==> config.mk <==
export PLATFORM = sky130hd
export DESIGN_NAME = instr_queue_replay
export DESIGN_NICKNAME = d
export VERILOG_FILES = /design/src/rtl/iq_pkg.sv /design/src/rtl/iq_slot_admit.sv /design/src/rtl/iq_fill_ctrl.sv /design/src/rtl/iq_ring.sv /design/src/rtl/instr_queue_replay.sv
export SDC_FILE = /design/constraint.sdc
export NUM_CORES = 1
export LEC_CHECK = 0
export ABC_AREA = 1
export BUFFER_PORTS_ARGS = -buffer_cell sky130_fd_sc_hd__buf_4
export CAP_MARGIN = 20
export CORE_MARGIN = 2
export CORE_UTILIZATION = 40
export CTS_BUF_LIST = sky130_fd_sc_hd__clkbuf_2
export DETAILED_ROUTE_END_ITERATION = 8
export HOLD_SLACK_MARGIN = 0.03
export PLACE_DENSITY_LB_ADDON = 0.12
export SYNTH_ARGS = -nofsm -noshare
export SYNTH_HDL_FRONTEND = slang
export SYNTH_SLANG_ARGS = --single-unit
==> constraint.sdc <==
create_clock -name clk_i -period 33.6 [get_ports clk_i]
set_clock_uncertainty 0.15 [all_clocks]
set_input_delay 6.72 -clock clk_i [delete_from_list [all_inputs] [get_ports clk_i]]
set_output_delay 6.72 -clock clk_i [all_outputs]
set_load 0.005 [all_outputs]
==> src/rtl/iq_pkg.sv <==
package iq_pkg;
    localparam int CF_W = 3;

    typedef enum logic [CF_W-1:0] {
        CF_NONE   = 3'd0,
        CF_BRANCH = 3'd1,
        CF_JUMP   = 3'd2,
        CF_JALR   = 3'd3,
        CF_RETURN = 3'd4
    } cf_kind_e;

    typedef enum logic [1:0] {
        FILL_EMPTY,
        FILL_ROOMY,
        FILL_TIGHT,
        FILL_FULL
    } fill_state_e;
endpackage

==> src/rtl/iq_slot_admit.sv <==
module iq_slot_admit #(
    parameter int NSLOT  = 2,
    parameter int ADDR_W = 32,
    parameter int CNT_W  = 3
) (
    input  logic                    flush_i,
    input  logic [NSLOT-1:0]        valid_i,
    input  logic [NSLOT*ADDR_W-1:0] addr_i,
    input  logic [CNT_W-1:0]        free_i,
    output logic [NSLOT-1:0]        accept_o,
    output logic                    replay_o,
    output logic [ADDR_W-1:0]       replay_addr_o
);
    localparam logic [CNT_W-1:0] ONE = CNT_W'(1);

    // Walk slots in program order; the first slot that finds no room
    // blocks itself and every later slot.
    always_comb begin
        logic             blocked;
        logic [CNT_W-1:0] taken;
        accept_o      = '0;
        replay_o      = 1'b0;
        replay_addr_o = '0;
        blocked       = flush_i;
        taken         = '0;
        for (int s = 0; s < NSLOT; s++) begin
            if (valid_i[s] && !blocked) begin
                if (free_i > taken) begin
                    accept_o[s] = 1'b1;
                    taken       = taken + ONE;
                end else begin
                    blocked       = 1'b1;
                    replay_o      = 1'b1;
                    replay_addr_o = addr_i[s*ADDR_W +: ADDR_W];
                end
            end
        end
    end
endmodule

==> src/rtl/iq_fill_ctrl.sv <==
module iq_fill_ctrl
    import iq_pkg::*;
#(
    parameter int DEPTH = 4,
    parameter int NSLOT = 2,
    parameter int CNT_W = $clog2(DEPTH + 1)
) (
    input  logic             clk_i,
    input  logic             rst_ni,
    input  logic             flush_i,
    input  logic [CNT_W-1:0] push_cnt_i,
    input  logic             pop_i,
    output logic [CNT_W-1:0] free_o,
    output logic             occupied_o,
    output logic             pair_room_o,
    output fill_state_e      state_o
);
    localparam logic [CNT_W-1:0] DEPTH_C = CNT_W'(DEPTH);
    localparam logic [CNT_W-1:0] TIGHT_C = CNT_W'(DEPTH - 1);

    fill_state_e      state_q, state_d;
    logic [CNT_W-1:0] count_q, count_d;

    // Next occupancy and the named transitions fill / drain / hold / flush.
    always_comb begin
        if (flush_i) begin
            count_d = '0;
        end else begin
            count_d = count_q + push_cnt_i - CNT_W'(pop_i);
        end
        if (count_d == '0) begin
            state_d = FILL_EMPTY;
        end else if (count_d == DEPTH_C) begin
            state_d = FILL_FULL;
        end else if (count_d == TIGHT_C) begin
            state_d = FILL_TIGHT;
        end else begin
            state_d = FILL_ROOMY;
        end
    end

    always_ff @(posedge clk_i or negedge rst_ni) begin
        if (!rst_ni) begin
            state_q <= FILL_EMPTY;
            count_q <= '0;
        end else begin
            state_q <= state_d;
            count_q <= count_d;
        end
    end

    always_comb begin
        unique case (state_q)
            FILL_EMPTY: begin
                occupied_o  = 1'b0;
                pair_room_o = 1'b1;
            end
            FILL_ROOMY: begin
                occupied_o  = 1'b1;
                pair_room_o = 1'b1;
            end
            FILL_TIGHT: begin
                occupied_o  = 1'b1;
                pair_room_o = 1'b0;
            end
            FILL_FULL: begin
                occupied_o  = 1'b1;
                pair_room_o = 1'b0;
            end
            default: begin
                occupied_o  = 1'b0;
                pair_room_o = 1'b0;
            end
        endcase
    end

    assign free_o  = DEPTH_C - count_q;
    assign state_o = state_q;

    p_count_bound_r2: assert property (@(posedge clk_i) disable iff (!rst_ni)
        count_q <= DEPTH_C);

    p_full_no_room_r2: assert property (@(posedge clk_i) disable iff (!rst_ni)
        (state_q == FILL_FULL) |-> (free_o == '0));

    p_flush_empties_r8: assert property (@(posedge clk_i) disable iff (!rst_ni)
        flush_i |=> (state_q == FILL_EMPTY));

    p_no_pop_empty_r3: assert property (@(posedge clk_i) disable iff (!rst_ni)
        (state_q == FILL_EMPTY) |-> !pop_i);
endmodule

==> src/rtl/iq_ring.sv <==
module iq_ring #(
    parameter int DEPTH = 4,
    parameter int NSLOT = 2,
    parameter int ENT_W = 64,
    parameter int PTR_W = $clog2(DEPTH)
) (
    input  logic                   clk_i,
    input  logic                   rst_ni,
    input  logic                   flush_i,
    input  logic [NSLOT-1:0]       we_i,
    input  logic [NSLOT*ENT_W-1:0] wdata_i,
    input  logic                   pop_i,
    output logic [ENT_W-1:0]       rdata_o
);
    localparam logic [PTR_W-1:0] LAST = PTR_W'(DEPTH - 1);

    logic [ENT_W-1:0] mem_q [DEPTH];
    logic [PTR_W-1:0] wr_ptr_q, rd_ptr_q, wr_adv;
    logic [PTR_W-1:0] slot_idx [NSLOT];

    function automatic logic [PTR_W-1:0] bump(input logic [PTR_W-1:0] p);
        return (p == LAST) ? '0 : p + PTR_W'(1);
    endfunction

    // Accepted slots take consecutive positions, lower slot first.
    always_comb begin
        logic [PTR_W-1:0] cur;
        cur = wr_ptr_q;
        for (int s = 0; s < NSLOT; s++) begin
            slot_idx[s] = cur;
            if (we_i[s]) begin
                cur = bump(cur);
            end
        end
        wr_adv = cur;
    end

    always_ff @(posedge clk_i) begin
        for (int s = 0; s < NSLOT; s++) begin
            if (we_i[s] && !flush_i) begin
                mem_q[slot_idx[s]] <= wdata_i[s*ENT_W +: ENT_W];
            end
        end
    end

    always_ff @(posedge clk_i or negedge rst_ni) begin
        if (!rst_ni) begin
            wr_ptr_q <= '0;
            rd_ptr_q <= '0;
        end else if (flush_i) begin
            wr_ptr_q <= '0;
            rd_ptr_q <= '0;
        end else begin
            wr_ptr_q <= wr_adv;
            if (pop_i) begin
                rd_ptr_q <= bump(rd_ptr_q);
            end
        end
    end

    assign rdata_o = mem_q[rd_ptr_q];

    p_distinct_slots_r4: assert property (@(posedge clk_i) disable iff (!rst_ni)
        (we_i[0] && we_i[1]) |-> (slot_idx[0] != slot_idx[1]));
endmodule

==> src/rtl/instr_queue_replay.sv <==
module instr_queue_replay
    import iq_pkg::*;
#(
    parameter int DEPTH   = 4,
    parameter int ADDR_W  = 32,
    parameter int INSTR_W = 32
) (
    input  logic                  clk_i,
    input  logic                  rst_ni,
    input  logic                  flush_i,
    input  logic [1:0]            valid_i,
    input  logic [2*INSTR_W-1:0]  instr_i,
    input  logic [2*ADDR_W-1:0]   addr_i,
    input  logic [2*CF_W-1:0]     cf_type_i,
    input  logic [ADDR_W-1:0]     predict_addr_i,
    input  logic                  exception_i,
    input  logic [ADDR_W-1:0]     exception_addr_i,
    output logic                  ready_o,
    output logic [1:0]            consumed_o,
    output logic                  replay_o,
    output logic [ADDR_W-1:0]     replay_addr_o,
    output logic                  out_valid_o,
    input  logic                  out_ready_i,
    output logic [INSTR_W-1:0]    out_instr_o,
    output logic [ADDR_W-1:0]     out_addr_o,
    output logic [CF_W-1:0]       out_cf_o,
    output logic [ADDR_W-1:0]     out_pred_o,
    output logic                  out_ex_o,
    output logic [ADDR_W-1:0]     out_ex_addr_o
);
    localparam int NSLOT = 2;
    localparam int CNT_W = $clog2(DEPTH + 1);
    localparam int ENT_W = 1 + 3 * ADDR_W + CF_W + INSTR_W;

    logic [NSLOT-1:0]       accept;
    logic [CNT_W-1:0]       free_cnt;
    logic [CNT_W-1:0]       push_cnt;
    logic                   occupied;
    logic                   pair_room;
    logic                   pop;
    fill_state_e            fill_state;
    logic [NSLOT*ENT_W-1:0] wdata;
    logic [ENT_W-1:0]       head;

    iq_slot_admit #(
        .NSLOT (NSLOT),
        .ADDR_W(ADDR_W),
        .CNT_W (CNT_W)
    ) u_admit (
        .flush_i      (flush_i),
        .valid_i      (valid_i),
        .addr_i       (addr_i),
        .free_i       (free_cnt),
        .accept_o     (accept),
        .replay_o     (replay_o),
        .replay_addr_o(replay_addr_o)
    );

    always_comb begin
        push_cnt = '0;
        for (int s = 0; s < NSLOT; s++) begin
            push_cnt = push_cnt + CNT_W'(accept[s]);
        end
    end

    iq_fill_ctrl #(
        .DEPTH(DEPTH),
        .NSLOT(NSLOT),
        .CNT_W(CNT_W)
    ) u_fill (
        .clk_i      (clk_i),
        .rst_ni     (rst_ni),
        .flush_i    (flush_i),
        .push_cnt_i (push_cnt),
        .pop_i      (pop),
        .free_o     (free_cnt),
        .occupied_o (occupied),
        .pair_room_o(pair_room),
        .state_o    (fill_state)
    );

    // Entry packing: {fault, fault addr, prediction, kind, address, word}.
    for (genvar s = 0; s < NSLOT; s++) begin : g_pack
        assign wdata[s*ENT_W +: ENT_W] = {
            exception_i,
            exception_addr_i,
            predict_addr_i,
            cf_type_i[s*CF_W +: CF_W],
            addr_i[s*ADDR_W +: ADDR_W],
            instr_i[s*INSTR_W +: INSTR_W]
        };
    end

    iq_ring #(
        .DEPTH(DEPTH),
        .NSLOT(NSLOT),
        .ENT_W(ENT_W)
    ) u_ring (
        .clk_i  (clk_i),
        .rst_ni (rst_ni),
        .flush_i(flush_i),
        .we_i   (accept),
        .wdata_i(wdata),
        .pop_i  (pop),
        .rdata_o(head)
    );

    assign out_valid_o = occupied && !flush_i;
    assign pop         = out_valid_o && out_ready_i;
    assign ready_o     = pair_room;
    assign consumed_o  = accept;

    assign {out_ex_o, out_ex_addr_o, out_pred_o, out_cf_o, out_addr_o, out_instr_o} = head;

    p_ready_takes_all_r7: assert property (@(posedge clk_i) disable iff (!rst_ni)
        (ready_o && !flush_i) |-> (consumed_o == valid_i));

    p_replay_has_drop_r5: assert property (@(posedge clk_i) disable iff (!rst_ni)
        replay_o |-> ((valid_i & ~consumed_o) != 2'b00));

    p_consumed_subset_r6: assert property (@(posedge clk_i) disable iff (!rst_ni)
        (consumed_o & ~valid_i) == 2'b00);

    p_slot_order_r4: assert property (@(posedge clk_i) disable iff (!rst_ni)
        (consumed_o[1] && valid_i[0]) |-> consumed_o[0]);

    p_flush_quiet_r8: assert property (@(posedge clk_i) disable iff (!rst_ni)
        flush_i |-> (consumed_o == 2'b00 && !replay_o && !out_valid_o));

    p_flush_then_empty_r8: assert property (@(posedge clk_i) disable iff (!rst_ni)
        flush_i |=> !out_valid_o);

    p_full_rejects_r2: assert property (@(posedge clk_i) disable iff (!rst_ni)
        (fill_state == FILL_FULL) |-> (consumed_o == 2'b00));
endmodule

==> metrics.txt, run 1 <==
run status finished, final reports clean; Fillers around 5,800; Critical Path Most Common Cell sky130_fd_sc_hd__buf_4; clock power share around a fifth; clock tree from TritonCTS built; number of enable-type register cells in the synthesized netlist ~530; aggregate negative setup slack 0 ps; insertion delay to the later sink of the worst-skew pair about 1200 ps; Detailed Route WL a little under 80,000 um; critical path, cell by cell buf_4, nor2_1, nand2_2, inv_8, nand3_1, buf_4, o21ai_0, buf_4; layout-stage area growth over the synthesis result 17.6%; Die Footprint approximately 0.065 sq mm; worst hold path type register to register; critical path startpoint category input pin; sw frac 41.9%; RR Startpoint u_fill.count_q[0]; NumNets Final 2,957; highest net fanout along the worst path between 100 and 150; Clock Root Buffer sky130_fd_sc_hd__clkbuf_2; all-layer global routing usage 23.9%; Worst setup EP type output port; endpoint of the most critical setup path replay_addr_o[30]; cell type contributing the most total cell area after synthesis sky130_fd_sc_hd__edfxtp_1; routed length per instance 21.3 um; top cells by instance count after synthesis sky130_fd_sc_hd__nand2_1, sky130_fd_sc_hd__edfxtp_1, sky130_fd_sc_hd__o21ai_0, sky130_fd_sc_hd__nor2_1, sky130_fd_sc_hd__nand4_1; Synthesized Nets 2,625; number of pins exceeding their max-slew limit in the final report 0; global-route wire length before repair 116,000 um; die outline height roughly 250 um; power per unit of standard cell area approximately 81 mW/mm^2; synthesized netlist cell count 2,406; HPWL Detailed approximately 42,000 um; antenna violation net count after detailed routing 0; post-synth top area share a little under two thirds; synthesis warning total 0; complex-gate fraction of the synthesized area approximately a tenth; unrepaired setup endpoints after global routing false; number of hold-repair buffers added at the cts stage 0; number of global-route vias before repair 19,600; number of buffers added by the clock tree synthesis step roughly 140; Setup Viol. Count Final 0; type of the worst setup path input pin to output port; initial antenna violation count 13; Avg Vias per Cell ~5.5; distinct cell type count after synthesis 26; Gate power share roughly two fifths; Max stage delay on crit path ~470 ps; placeable core region ~0.06 sq mm; number of buffer cells added on primary ports 373; Initial Utilization slightly above 40%; number of cells on the worst reg-to-reg path 10; proportion of synthesized flip-flops having asynchronous set or reset under 10%; Top FF cell, synth sky130_fd_sc_hd__edfxtp_1; DRC errors left 0; parity-gate share of the synthesized area counting xor and xnor cells 0%; synthesized-area fraction occupied by adder cells less than 1%; htree depth 4; share of synthesized cell area in and, or, nand and nor gates between 20% and 30%; quantity of gates resized following cts 0; worst path required time roughly 27,000 ps; power after layout about 2.4 mW; worst-path cell with the longest stage delay sky130_fd_sc_hd__inv_8; most repeated cell in the gate-level netlist after synthesis sky130_fd_sc_hd__nand2_1; floorplan die width approximately 250 um; average instance area after synthesis approximately 10 sq um; Post-CTS Setup Repair Bufs 0; relative contribution of sequential cells to total power around 39%; clock period minus final worst setup slack between 15,000 and 20,000 ps; share of synthesized area spent on multiplexers 0%; 1st-iter DRT viols approximately 1,500; max cap viols 0; count of state elements after synthesis between 500 and 600; sequential share of the synthesized area between 60% and 70%; total iterations of the first detailed-routing run 6; arrival time at the worst endpoint approximately 8400 ps; routability-driven placement congestion ratio roughly 0.76; Max Clk Rate 65.6 MHz; main combinational cell family by area after synthesis simple AND/OR/NAND/NOR gates; transition time at the pin with the least slew margin 1320 ps; beginning of the worst hold path u_fill.count_q[1]; sum of overflow across all layers after global routing 0; setup slack, reg-to-reg 28,630 ps; number of clock sinks 537; Hold Fails Final Rpt 0; most area-consuming cells after synthesis sky130_fd_sc_hd__edfxtp_1, sky130_fd_sc_hd__nand2_1, sky130_fd_sc_hd__nand4_1, sky130_fd_sc_hd__o21ai_0, sky130_fd_sc_hd__nor2_1; number of vias in the routed layout around 20,000; netlist area before placement around 0.025 sq mm; share of cells above drive strength 1 between 20% and 30%; number of placement rows just over 90; Max transition margin between 10% and 20%; Max VDD drop 0.0970 mV; number of buffers on the longest clock path 3; period utilization a little under half; maximum number of pins on one net before global-route repair just under 200; launch point of the worst path flush_i; P_sw 0.999 mW; Internal Power between 1 and 1.5 mW; Leakage Power between 10 and 15 nW; number of placed I/O pins 374; clock-pin transition on the worst setup and hold timing paths about 90 ps; r2r endpoint u_ring.mem_q[2][67]
worst min-delay path by stage:
stage | endpoint | slack (ps) | cells past startpoint
after floorplan | u_fill.count_q[1] | 500 | 2
after global routing | u_ring.rd_ptr_q[0] | 590 | 4
after global placement | u_fill.count_q[1] | 520 | 2
after detailed placement | u_fill.count_q[1] | 540 | 2
final | u_fill.count_q[1] | 540 | 2
after CTS | u_ring.rd_ptr_q[0] | 540 | 4
flip-flops by register name, summed over array words and instances (netlist names):
register         count
u_ring.mem_q       528
u_ring.rd_ptr_q      2
u_ring.wr_ptr_q      2
u_fill.count_q       3
u_fill.state_o       2
cells in the final DEF (no fill, tap or decap), drive strengths merged:
master,instances
a21oi,1
dfrtp,9
nor3,1
inv,59
o22ai,132
a22oi,1
nor2,272
o21ai,299
clkinv,20
ha,12
nand3,12
buf,399
clkbuf,208
edfxtp,528
bufinv,3
diode,12
or2,1
fa,2
nand4,268
clkinvlp,3
nand2,601
through the flow:
stage | std cells | worst slack, ps | hold slack [ps] | area [sq um] | utilization, %
final | 3680 | 18340 | 544 | 29400 | 47.6
after global routing | 3677 | 18140 | 586 | 29400 | 47.6
after CTS | 3667 | 18350 | 540 | 29400 | 47.5
after global placement | 3428 | 18380 | 519 | 28100 | 45.5
after detailed placement | 3428 | 18350 | 538 | 28100 | 45.5
after floorplan | 2406 | 16400 | 495 | 25000 | -
worst max-delay path, delay by kind of cell:
| kind | cells | cell delay, ps |
|---|---|---|
| and+or+nand+nor | 3 | 390 |
| buffers and inverters | 4 | 1040 |
| AOI/OAI and AO/OA | 1 | 210 |
cell families after synthesis:
kind of cell,Yosys count
flip-flops,537
buffers and inverters,267
AND/OR/NAND/NOR,1155
adder cells (fa/ha/maj),14
AO/OA/AOI/OAI,433
layout make-up:
cell class                      instances  area [sq um]  share of cell area [%]
Antenna cell                           12          30.0                   0.102
Clock buffer                          208          1040                    3.54
Clock inverter                         31           245                   0.833
Inverter                               54           225                   0.765
Multi-Input combinational cell       1602          7750                    26.3
Sequential cell                       537         16100                    54.7
Tap cell                              837          1050                    3.56
Timing Repair Buffer                  399          3000                    10.2
per-layer routing:
metal	track usage, %	up-vias	routed length, um
met5	0	-	73
met4	10.2	10	2080
met3	7.17	157	6420
met2	39.4	839	38300
met1	29.1	9816	31600
li1	-	9441	-
power groups by stage:
stage          registers [mW]  clock network (mW)  logic, mW
2_1_floorplan           0.940                   0      0.591
4_1_cts                 0.920               0.484       1.01
3_3_place_gp            0.932                   0      0.994
3_5_place_dp            0.936                   0       1.00
5_1_grt                 0.928               0.515       1.09
6_report                0.919               0.466      0.998
Note: power is estimated with default switching activity, not from simulation.
==> run 2, diff against run 1 <==
==> constraint.sdc (replaced) <==
create_clock -name clk_i -period 12.63 [get_ports clk_i]
set_clock_uncertainty 0.15 [all_clocks]
set_input_delay 2.526 -clock clk_i [delete_from_list [all_inputs] [get_ports clk_i]]
set_output_delay 2.526 -clock clk_i [all_outputs]
set_load 0.005 [all_outputs]
==> run 2 against run 1 <==
Sequential power rose to 2.7 times the previous value. Routed wire length down 0.58%. Register-to-register slack lost 20000 ps. Hold slack worse by 38 ps. Critical path type unchanged. Critical endpoint is now consumed_o[1].
==> metrics.txt, run 2 (synthesis results as in run 1) <==
total iterations of the first detailed-routing run 6; most common cell after layout, fill and taps aside sky130_fd_sc_hd__nand2_1; worst path required time approximately 10000 ps; Max transition margin around 25%; Fillers just under 6,000; HPWL Detailed 40,300 um; number of clock sinks 537; DRC errors left 0; Worst Setup Slack post-DPL 5510 ps; NumNets Final slightly below 3,000; Avg Vias per Cell 5.53; number of vias in the routed layout ~20,000; power per unit of standard cell area about 210 mW/mm^2; htree depth 4; Max VDD drop ~0.26 mV; Worst setup EP type output port; type of the worst setup path input pin to output port; clock-pin transition on the worst setup and hold timing paths 90 ps; max cap viols 0; critical path startpoint category input pin; clock period minus final worst setup slack just over 7000 ps; layout-stage area growth over the synthesis result 18.0%; unrepaired setup endpoints after global routing false; Setup Viol. Count Final 0; number of buffers on the longest clock path 3; antenna violation net count after detailed routing 0; number of pins exceeding their max-slew limit in the final report 0; floorplan die width between 200 and 300 um; Initial Utilization 40.5%; insertion delay to the later sink of the worst-skew pair approximately 1300 ps; post-route cell area around 0.03 sq mm; number of placement rows 91; number of placed I/O pins roughly 370; clock tree from TritonCTS built; worst hold path type register to register; sum of overflow across all layers after global routing 0; number of buffer cells added on primary ports 373; max FFs per register around 530; placed cell areas between 0.02 and 0.03 sq mm; all-layer global routing usage between 20% and 30%; highest-count cells in the layout ignoring fill and taps sky130_fd_sc_hd__nand2_1, sky130_fd_sc_hd__edfxtp_1, sky130_fd_sc_hd__buf_4; quantity of gates resized following cts 0; arrival time at the worst endpoint ~4500 ps; non-filler cells in the finished layout between 3,000 and 4,000; maximum number of pins on one net before global-route repair about 170; placeable core region 0.0618 sq mm; setup slack, reg-to-reg approximately 8500 ps; global-route wire length before repair ~120,000 um; routed length per instance between 20 and 25 um; Hold Fails Final Rpt 0; die outline height around 250 um; Detailed Route WL approximately 80,000 um; Leakage Power 11.8 nW; number of hold-repair buffers added at the cts stage 0; 1st-iter DRT viols 1,570; Post-CTS Setup Repair Bufs 0; initial antenna violation count 13; aggregate negative setup slack 0 ps; number of buffers added by the clock tree synthesis step 148; period utilization 56.7%; run status finished, final reports clean; number of global-route vias before repair 19,800; transition time at the pin with the least slew margin 1130 ps; Max Clk Rate roughly 140 MHz; power after layout ~6.3 mW; highest net fanout along the worst path 172; placed insts about 3,400; Clock Root Buffer sky130_fd_sc_hd__clkbuf_2; share of cells above drive strength 1 between 20% and 30%; final worst setup slack 5470 ps; routability-driven placement congestion ratio between 0.7 and 0.8; Die Footprint 0.0646 sq mm
## run 2: per-stage QoR
step / hold WS (ps) / util [%]
5_1_grt: 594 / 47.8
4_1_cts: 537 / 47.6
2_1_floorplan: 495 / -
3_3_place_gp: 521 / 45.4
6_report: 506 / 47.8
3_5_place_dp: 533 / 45.5
## run 2: metal layers
| metal | vias up | part of all wire (%) | GRT usage (%) |
|---|---|---|---|
| li1 | 9466 | - | - |
| met1 | 9925 | 41 | 29.9 |
| met2 | 837 | 48 | 39.0 |
| met3 | 183 | 8.1 | 6.10 |
| met4 | 12 | 3.1 | 11.0 |
| met5 | - | 0.10 | 0 |
## run 2: where the power goes
group | internal [mW] | switching [mW]
Sequential | 2.35 | 0.107
Clock | 0.500 | 0.740
Combinational | 0.833 | 1.81
Total | 3.68 | 2.66
## run 2: cell type report
| type | count | area (sq um) | share of cell area [%] |
|---|---|---|---|
| inverter | 54 | 225 | 0.763 |
| multi-input combinational | 1602 | 7730 | 26.2 |
| antenna | 9 | 22.5 | 0.0763 |
| sequential | 537 | 16100 | 54.5 |
| timing repair buffer | 403 | 3090 | 10.5 |
| clock inverter | 38 | 248 | 0.839 |
| tap | 837 | 1050 | 3.55 |
| clock buffer | 215 | 1080 | 3.64 |
## run 2: final timing paths
path,from,endpoint,cells past startpoint
setup / recovery,flush_i,consumed_o[1],8
hold / removal,u_fill.count_q[2],u_fill.state_o[0],4
setup reg to reg,u_fill.count_q[0],u_ring.mem_q[1][82],10
hold reg to reg,u_fill.count_q[2],u_fill.state_o[0],4
max in group asynchronous,rst_ni,u_fill.count_q[0],1
min in group asynchronous,rst_ni,u_fill.state_o[0],1
## run 2: worst max-delay path, cell delays in order
cell	delay [ps]
sky130_fd_sc_hd__buf_4	150
sky130_fd_sc_hd__inv_6	60
sky130_fd_sc_hd__nand3_4	120
sky130_fd_sc_hd__nand2_4	80
sky130_fd_sc_hd__nand2_8	700
sky130_fd_sc_hd__nand2_1	300
sky130_fd_sc_hd__inv_1	250
sky130_fd_sc_hd__buf_4	150
